--- config.mk ---
export PLATFORM = sky130hd
export DESIGN_NAME = flash_rd_frontend
export DESIGN_NICKNAME = d
export VERILOG_FILES = /design/src/rtl/flash_rd_pkg.sv /design/src/rtl/flash_cfg_reg.sv /design/src/rtl/flash_addr_capture.sv /design/src/rtl/flash_burst_seq.sv /design/src/rtl/flash_part_array.sv /design/src/rtl/flash_rd_frontend.sv
export SDC_FILE = /design/constraint.sdc
export NUM_CORES = 1
export LEC_CHECK = 0
export BUFFER_PORTS_ARGS = -buffer_cell sky130_fd_sc_hd__buf_2
export CORE_ASPECT_RATIO = 0.75
export CORE_MARGIN = 5
export CORE_UTILIZATION = 30
export CTS_CLUSTER_DIAMETER = 150
export DETAILED_ROUTE_END_ITERATION = 12
export GPL_ROUTABILITY_DRIVEN = 1
export GPL_TIMING_DRIVEN = 0
export PLACE_DENSITY_LB_ADDON = 0.15
export SLEW_MARGIN = 20
export SYNTH_ARGS = -nofsm -noshare
export SYNTH_HDL_FRONTEND = slang
export SYNTH_SLANG_ARGS = --single-unit
--- constraint.sdc ---
create_clock -name clk_i -period 1.9 [get_ports clk_i]
set_input_delay 0.285 -clock clk_i [delete_from_list [all_inputs] [get_ports clk_i]]
set_output_delay 0.285 -clock clk_i [all_outputs]
set_load 0.1 [all_outputs]
--- src/rtl/flash_rd_pkg.sv ---
package flash_rd_pkg;
  typedef enum logic [1:0] {
    MODE_ASYNC = 2'd0,
    MODE_BURST = 2'd1,
    MODE_INFO  = 2'd2,
    MODE_RSVD  = 2'd3
  } rd_mode_e;

  localparam logic [7:0] INFO_TAG  = 8'hC3;
  localparam logic [3:0] ARRAY_TAG = 4'hA;
  localparam logic [2:0] LAT_RST   = 3'd4;
  localparam logic [2:0] LAT_MIN   = 3'd2;

  function automatic logic [2:0] clamp_lat(input logic [2:0] v);
    return (v < LAT_MIN) ? LAT_MIN : v;
  endfunction
endpackage

--- src/rtl/flash_cfg_reg.sv ---
module flash_cfg_reg
  import flash_rd_pkg::*;
(
  input  logic       clk_i,
  input  logic       rst_ni,
  input  logic       wr_i,
  input  logic [4:0] cfg_i,
  output rd_mode_e   mode_o,
  output logic [2:0] lat_o
);
  always_ff @(posedge clk_i or negedge rst_ni) begin
    if (!rst_ni) begin
      mode_o <= MODE_ASYNC;
      lat_o  <= LAT_RST;
    end else if (wr_i) begin
      mode_o <= rd_mode_e'(cfg_i[1:0]);
      lat_o  <= clamp_lat(cfg_i[4:2]);
    end
  end
endmodule

--- src/rtl/flash_addr_capture.sv ---
module flash_addr_capture #(
  parameter int ADDR_W = 8
) (
  input  logic              clk_i,
  input  logic              rst_ni,
  input  logic              ce_ni,
  input  logic              we_ni,
  input  logic              adv_ni,
  input  logic              clk_en_i,
  input  logic              sync_i,
  input  logic [ADDR_W-1:0] addr_i,
  output logic [ADDR_W-1:0] addr_o,
  output logic              new_o,
  output logic              start_o
);
  logic adv_q, pending_q, sel, open_w;

  assign sel     = !ce_ni && we_ni;
  assign new_o   = sel && !adv_ni && adv_q;
  assign open_w  = sel && !adv_ni && (new_o || pending_q);
  // first of: enabled edge while latch open, or address-valid rise
  assign start_o = sync_i && ((open_w && clk_en_i) || (sel && adv_ni && pending_q));

  always_ff @(posedge clk_i or negedge rst_ni) begin
    if (!rst_ni) begin
      adv_q     <= 1'b1;
      pending_q <= 1'b0;
      addr_o    <= '0;
    end else begin
      adv_q <= adv_ni | ce_ni;
      if (!sel) begin
        pending_q <= 1'b0;
      end else if (open_w) begin
        addr_o    <= addr_i;
        pending_q <= !(sync_i && clk_en_i);
      end else if (adv_ni) begin
        pending_q <= 1'b0;
      end
    end
  end
endmodule

--- src/rtl/flash_burst_seq.sv ---
module flash_burst_seq #(
  parameter int BW = 3
) (
  input  logic          clk_i,
  input  logic          rst_ni,
  input  logic          clr_i,
  input  logic          start_i,
  input  logic          new_i,
  input  logic          step_i,
  input  logic [2:0]    lat_i,
  output logic          active_o,
  output logic          valid_o,
  output logic [2:0]    lat_cnt_o,
  output logic [BW-1:0] offs_o
);
  always_ff @(posedge clk_i or negedge rst_ni) begin
    if (!rst_ni) begin
      active_o  <= 1'b0;
      valid_o   <= 1'b0;
      lat_cnt_o <= '0;
      offs_o    <= '0;
    end else if (clr_i) begin
      active_o  <= 1'b0;
      valid_o   <= 1'b0;
      lat_cnt_o <= '0;
      offs_o    <= '0;
    end else if (start_i) begin
      active_o  <= 1'b1;
      valid_o   <= 1'b0;
      lat_cnt_o <= lat_i;
      offs_o    <= '0;
    end else if (new_i) begin
      active_o <= 1'b0;
      valid_o  <= 1'b0;
    end else if (step_i && active_o) begin
      if (!valid_o) begin
        if (lat_cnt_o <= 3'd1) begin
          valid_o   <= 1'b1;
          lat_cnt_o <= '0;
        end else begin
          lat_cnt_o <= lat_cnt_o - 3'd1;
        end
      end else begin
        offs_o <= offs_o + BW'(1);
      end
    end
  end
endmodule

--- src/rtl/flash_part_array.sv ---
module flash_part_array
  import flash_rd_pkg::*;
#(
  parameter int ADDR_W = 8,
  parameter int PART_W = 2,
  parameter int DATA_W = 16,
  localparam int OFF_W = ADDR_W - PART_W,
  localparam int NPART = 1 << PART_W
) (
  input  logic [ADDR_W-1:0] addr_i,
  output logic [NPART-1:0]  sel_o,
  output logic [DATA_W-1:0] word_o
);
  logic [NPART-1:0][DATA_W-1:0] words;

  for (genvar p = 0; p < NPART; p++) begin : g_part
    assign sel_o[p] = (addr_i[ADDR_W-1 -: PART_W] == PART_W'(p));
    assign words[p] = sel_o[p] ? DATA_W'({4'(p), ARRAY_TAG, 8'(addr_i[OFF_W-1:0])}) : '0;
  end

  always_comb begin
    word_o = '0;
    for (int p = 0; p < NPART; p++) word_o |= words[p];
  end
endmodule

--- src/rtl/flash_rd_frontend.sv ---
module flash_rd_frontend
  import flash_rd_pkg::*;
#(
  parameter int ADDR_W    = 8,
  parameter int PART_W    = 2,
  parameter int DATA_W    = 16,
  parameter int BURST_LEN = 8
) (
  input  logic              clk_i,
  input  logic              rst_ni,
  input  logic              clk_en_i,
  input  logic              ce_ni,
  input  logic              adv_ni,
  input  logic              oe_ni,
  input  logic              we_ni,
  input  logic [ADDR_W-1:0] addr_i,
  output logic [DATA_W-1:0] data_o,
  output logic              data_oe_o,
  output logic              wait_o,
  output logic              wait_oe_o
);
  localparam int NPART = 1 << PART_W;
  localparam int BW    = $clog2(BURST_LEN);

  rd_mode_e          mode;
  logic [2:0]        lat_cfg, lat_cnt;
  logic              burst_m, info_m, cfg_wr;
  logic [ADDR_W-1:0] addr_q, rd_addr;
  logic              new_acc, start, active, valid;
  logic [BW-1:0]     burst_offs;
  logic [NPART-1:0]  part_sel;
  logic [DATA_W-1:0] arr_word, info_word;

  assign cfg_wr  = !ce_ni && !we_ni;
  assign burst_m = (mode == MODE_BURST);
  assign info_m  = (mode == MODE_INFO);

  flash_cfg_reg u_cfg (
    .clk_i  (clk_i),
    .rst_ni (rst_ni),
    .wr_i   (cfg_wr),
    .cfg_i  (addr_i[4:0]),
    .mode_o (mode),
    .lat_o  (lat_cfg)
  );

  flash_addr_capture #(.ADDR_W(ADDR_W)) u_cap (
    .clk_i    (clk_i),
    .rst_ni   (rst_ni),
    .ce_ni    (ce_ni),
    .we_ni    (we_ni),
    .adv_ni   (adv_ni),
    .clk_en_i (clk_en_i),
    .sync_i   (burst_m),
    .addr_i   (addr_i),
    .addr_o   (addr_q),
    .new_o    (new_acc),
    .start_o  (start)
  );

  flash_burst_seq #(.BW(BW)) u_seq (
    .clk_i     (clk_i),
    .rst_ni    (rst_ni),
    .clr_i     (ce_ni || !we_ni),
    .start_i   (start),
    .new_i     (new_acc),
    .step_i    (clk_en_i),
    .lat_i     (lat_cfg),
    .active_o  (active),
    .valid_o   (valid),
    .lat_cnt_o (lat_cnt),
    .offs_o    (burst_offs)
  );

  // linear wrap inside the aligned burst block
  assign rd_addr = burst_m ? {addr_q[ADDR_W-1:BW], addr_q[BW-1:0] + burst_offs} : addr_q;

  flash_part_array #(.ADDR_W(ADDR_W), .PART_W(PART_W), .DATA_W(DATA_W)) u_arr (
    .addr_i (rd_addr),
    .sel_o  (part_sel),
    .word_o (arr_word)
  );

  assign info_word = DATA_W'({INFO_TAG, 8'(addr_q)});

  assign data_oe_o = !ce_ni && !oe_ni && we_ni;
  assign data_o    = !data_oe_o ? '0 : (info_m ? info_word : arr_word);
  assign wait_oe_o = !ce_ni;
  assign wait_o    = !ce_ni && (info_m || (burst_m && !valid));
endmodule

==> metrics <==
Synth top area share=42.5%; critical path arrival=1870 ps; hpwl dp=2.26 mm; most frequent cells in the layout=21 x dfrtp_1, 19 x buf_2, 12 x buf_4; row cnt=20; Power, Total=1.28 mW; vias in the first global route=1,045; max-slew violation total from the final report=0; post-route setup TNS=-399 ps; mean routed wirelength per cell=13.8 um; CTS Buf Count=3; CP Launch Type=flop; Buffers on Ports=32; CTS H-tree lvls=1; RSZ-0062 raised after global routing=true; Vias=962; CTS tree=built; Async SR Flop Fraction=100%; Max Fclk=0.465 GHz; CTS clk-pin slew, worst paths=80 ps; layout cells sized above 1=51.6%; Synth area leader=dfrtp_1; synthesized area=1240 um2; Core Util, Final=41.7%; Die Wd=84.2 um; WP data required=1620 ps; status=finished with violations; count of cell types in the netlist=35; failing checks=negative hold slack, negative setup slack; antenna fix cells=0; Seq/Total Area, Yosys=46.7%; Fin. Hold Viols=21; final wirelength=2.89 mm; IO Count=34; Placed Area=1540 um2; global-route wire length before repair=4.91 mm; Min-Delay Path Class=in -> async; CTS Sinks=23; register bit total from synthesis=23; Peak supply drop=0.000500 V; RD Place Congestion=0.709; largest net degree at the start of global routing=24; minimum period implied by the final worst setup slack=2150 ps; Max Cap Viol=0; commonest non-fill, non-tap cell in the layout=dfrtp_1; clk_skew=3.44 ps; core footprint=4030 um2; clk buf depth=2; die height=65.6 um; DRC Markers=0; Clk Tree Root Cell=clkbuf_8; Layout Cells excl Fill=210; worst slack, placed=-279 ps; Worst Slack Setup Final=-250 ps; Syn Area/Cell=10.6 um2; Leak Pwr=0.755 nW; Slew headroom=60.9%; Iteration-0 DRC Markers=26; Final Cell Area=1680 um2; number of enable flip-flop cells after synthesis=0; top cells by area, synth=dfrtp_1 42%, mux2_2 10%, dfstp_2 4.2%, ha_1 4.0%, mux2i_1 3.2%; actual slew at the worst max-slew pin=587 ps; DRT Pass-1 Iters=4; final setup vio count=2; initial antenna violation count=0; Via density=4.58; Nets=176; ANT nets after route=0; worst hold slack=-12.1 ps; Yosys warnings=0; Area Growth Syn to Fin=35.7%; clk_lat worst skew=270 ps; Total GRT Usage=11.3%; Mapped Cells=117; pwr/cell area=762 nW/um2; Die Area=5520 um2; effective utilization at floorplan=30.7%; syn nets=137; Synth Flop Type=dfrtp_1; Setup CP Type=reg -> out; fillers=407; crit-path max FO=2; placed cells=204; endpoint class of the critical path=primary output; total overflow reported by the global router=0; final worst-path cycle share=113%
==> synth_stat cells, types with 2 or more instances <==
cell type and count:
a21oi_1 3, a31oi_1 4, and2_1 5, and3_1 2, buf_4 3, dfrtp_1 21
dfstp_2 2, ha_1 4, inv_1 6, mux2_2 11, mux2i_1 4, nand2_1 8
nand2b_1 4, nor2_1 10, nor2b_1 2, nor3_1 2, o21ai_0 5, or3_1 2
xor2_1 3
==> critical path, stage by stage, from the launching register on <==
cell,delay (ps)
dfrtp_1,390
ha_2,190
fa_2,330
xor2_1,150
nand2_1,80
xor2_1,230
nor2_4,60
buf_12,160
==> final timing paths <==
check | from | depth (start not counted) | slack (ps) | end
max in group asynchronous | rst_ni | 1 | 1550 | u_cap.adv_q
setup reg to reg | u_cap.adv_q | 3 | 350 | u_cap.addr_o[3]
hold / removal | rst_ni | 1 | -10 | u_seq.offs_o[0]
min in group clk_i | addr_i[7] | 2 | 240 | u_cap.addr_o[7]
setup / recovery | u_cap.addr_o[0] | 7 | -250 | data_o[2]
hold reg to reg | u_cfg.lat_o[0] | 2 | 510 | u_cfg.lat_o[0]
==> power breakdown <==
group / total [mW] / leakage [nW] / internal, mW / switching [mW]
Clock: 0.315 / 0.0217 / 0.148 / 0.167
Sequential: 0.586 / 0.287 / 0.548 / 0.0376
Combinational: 0.378 / 0.446 / 0.131 / 0.247
==> cell families after synthesis <==
family	count (synthesis)	synth area share, %
AOI/OAI and AO/OA	16	7.99
xor gates and xnor gates	4	2.83
adders and majority gates	5	5.66
buffers and inverters	10	3.94
DFF	23	46.7
muxes	15	13.2
other	1	0.303
and+or+nand+nor	43	19.3
==> final cells by class <==
cell class	count	area (um2)	share of cell area (%)
multi-input cells	84	687	40.9
flip-flops and latches	23	578	34.4
repair buffers	34	243	14.5
well taps	55	68.8	4.10
clock buffers	3	41.3	2.46
plain buffers	4	27.5	1.64
inverters	6	26.3	1.56
clock inverters	1	7.51	0.447
==> sequential cells by signal (all words and copies together) (netlist names) <==
name,flops
u_cap.addr_o,8
u_cfg.lat_o,3
u_seq.lat_cnt_o,3
u_seq.offs_o,3
u_cfg.mode_o,2
u_cap.adv_q,1
u_cap.pending_q,1
u_seq.active_o,1
u_seq.valid_o,1
==> per-layer routing <==
metal | vias up | wire length, um | part of all wire (%) | GRT usage, %
met3 | 0 | 163 | 5.6 | 4.26
li1 | 475 | - | - | -
met4 | 0 | 0 | 0 | 0.602
met5 | - | 0 | 0 | 0
met2 | 21 | 1400 | 48 | 19.2
met1 | 466 | 1330 | 46 | 14.3
==> timing repair <==
item,CTS,global route
setup endpoints to repair,10,12
hold buffers,0,0
gates resized for setup,19,9
buffers inserted,2,0
No activity file was read; power rests on OpenSTA's default activity.
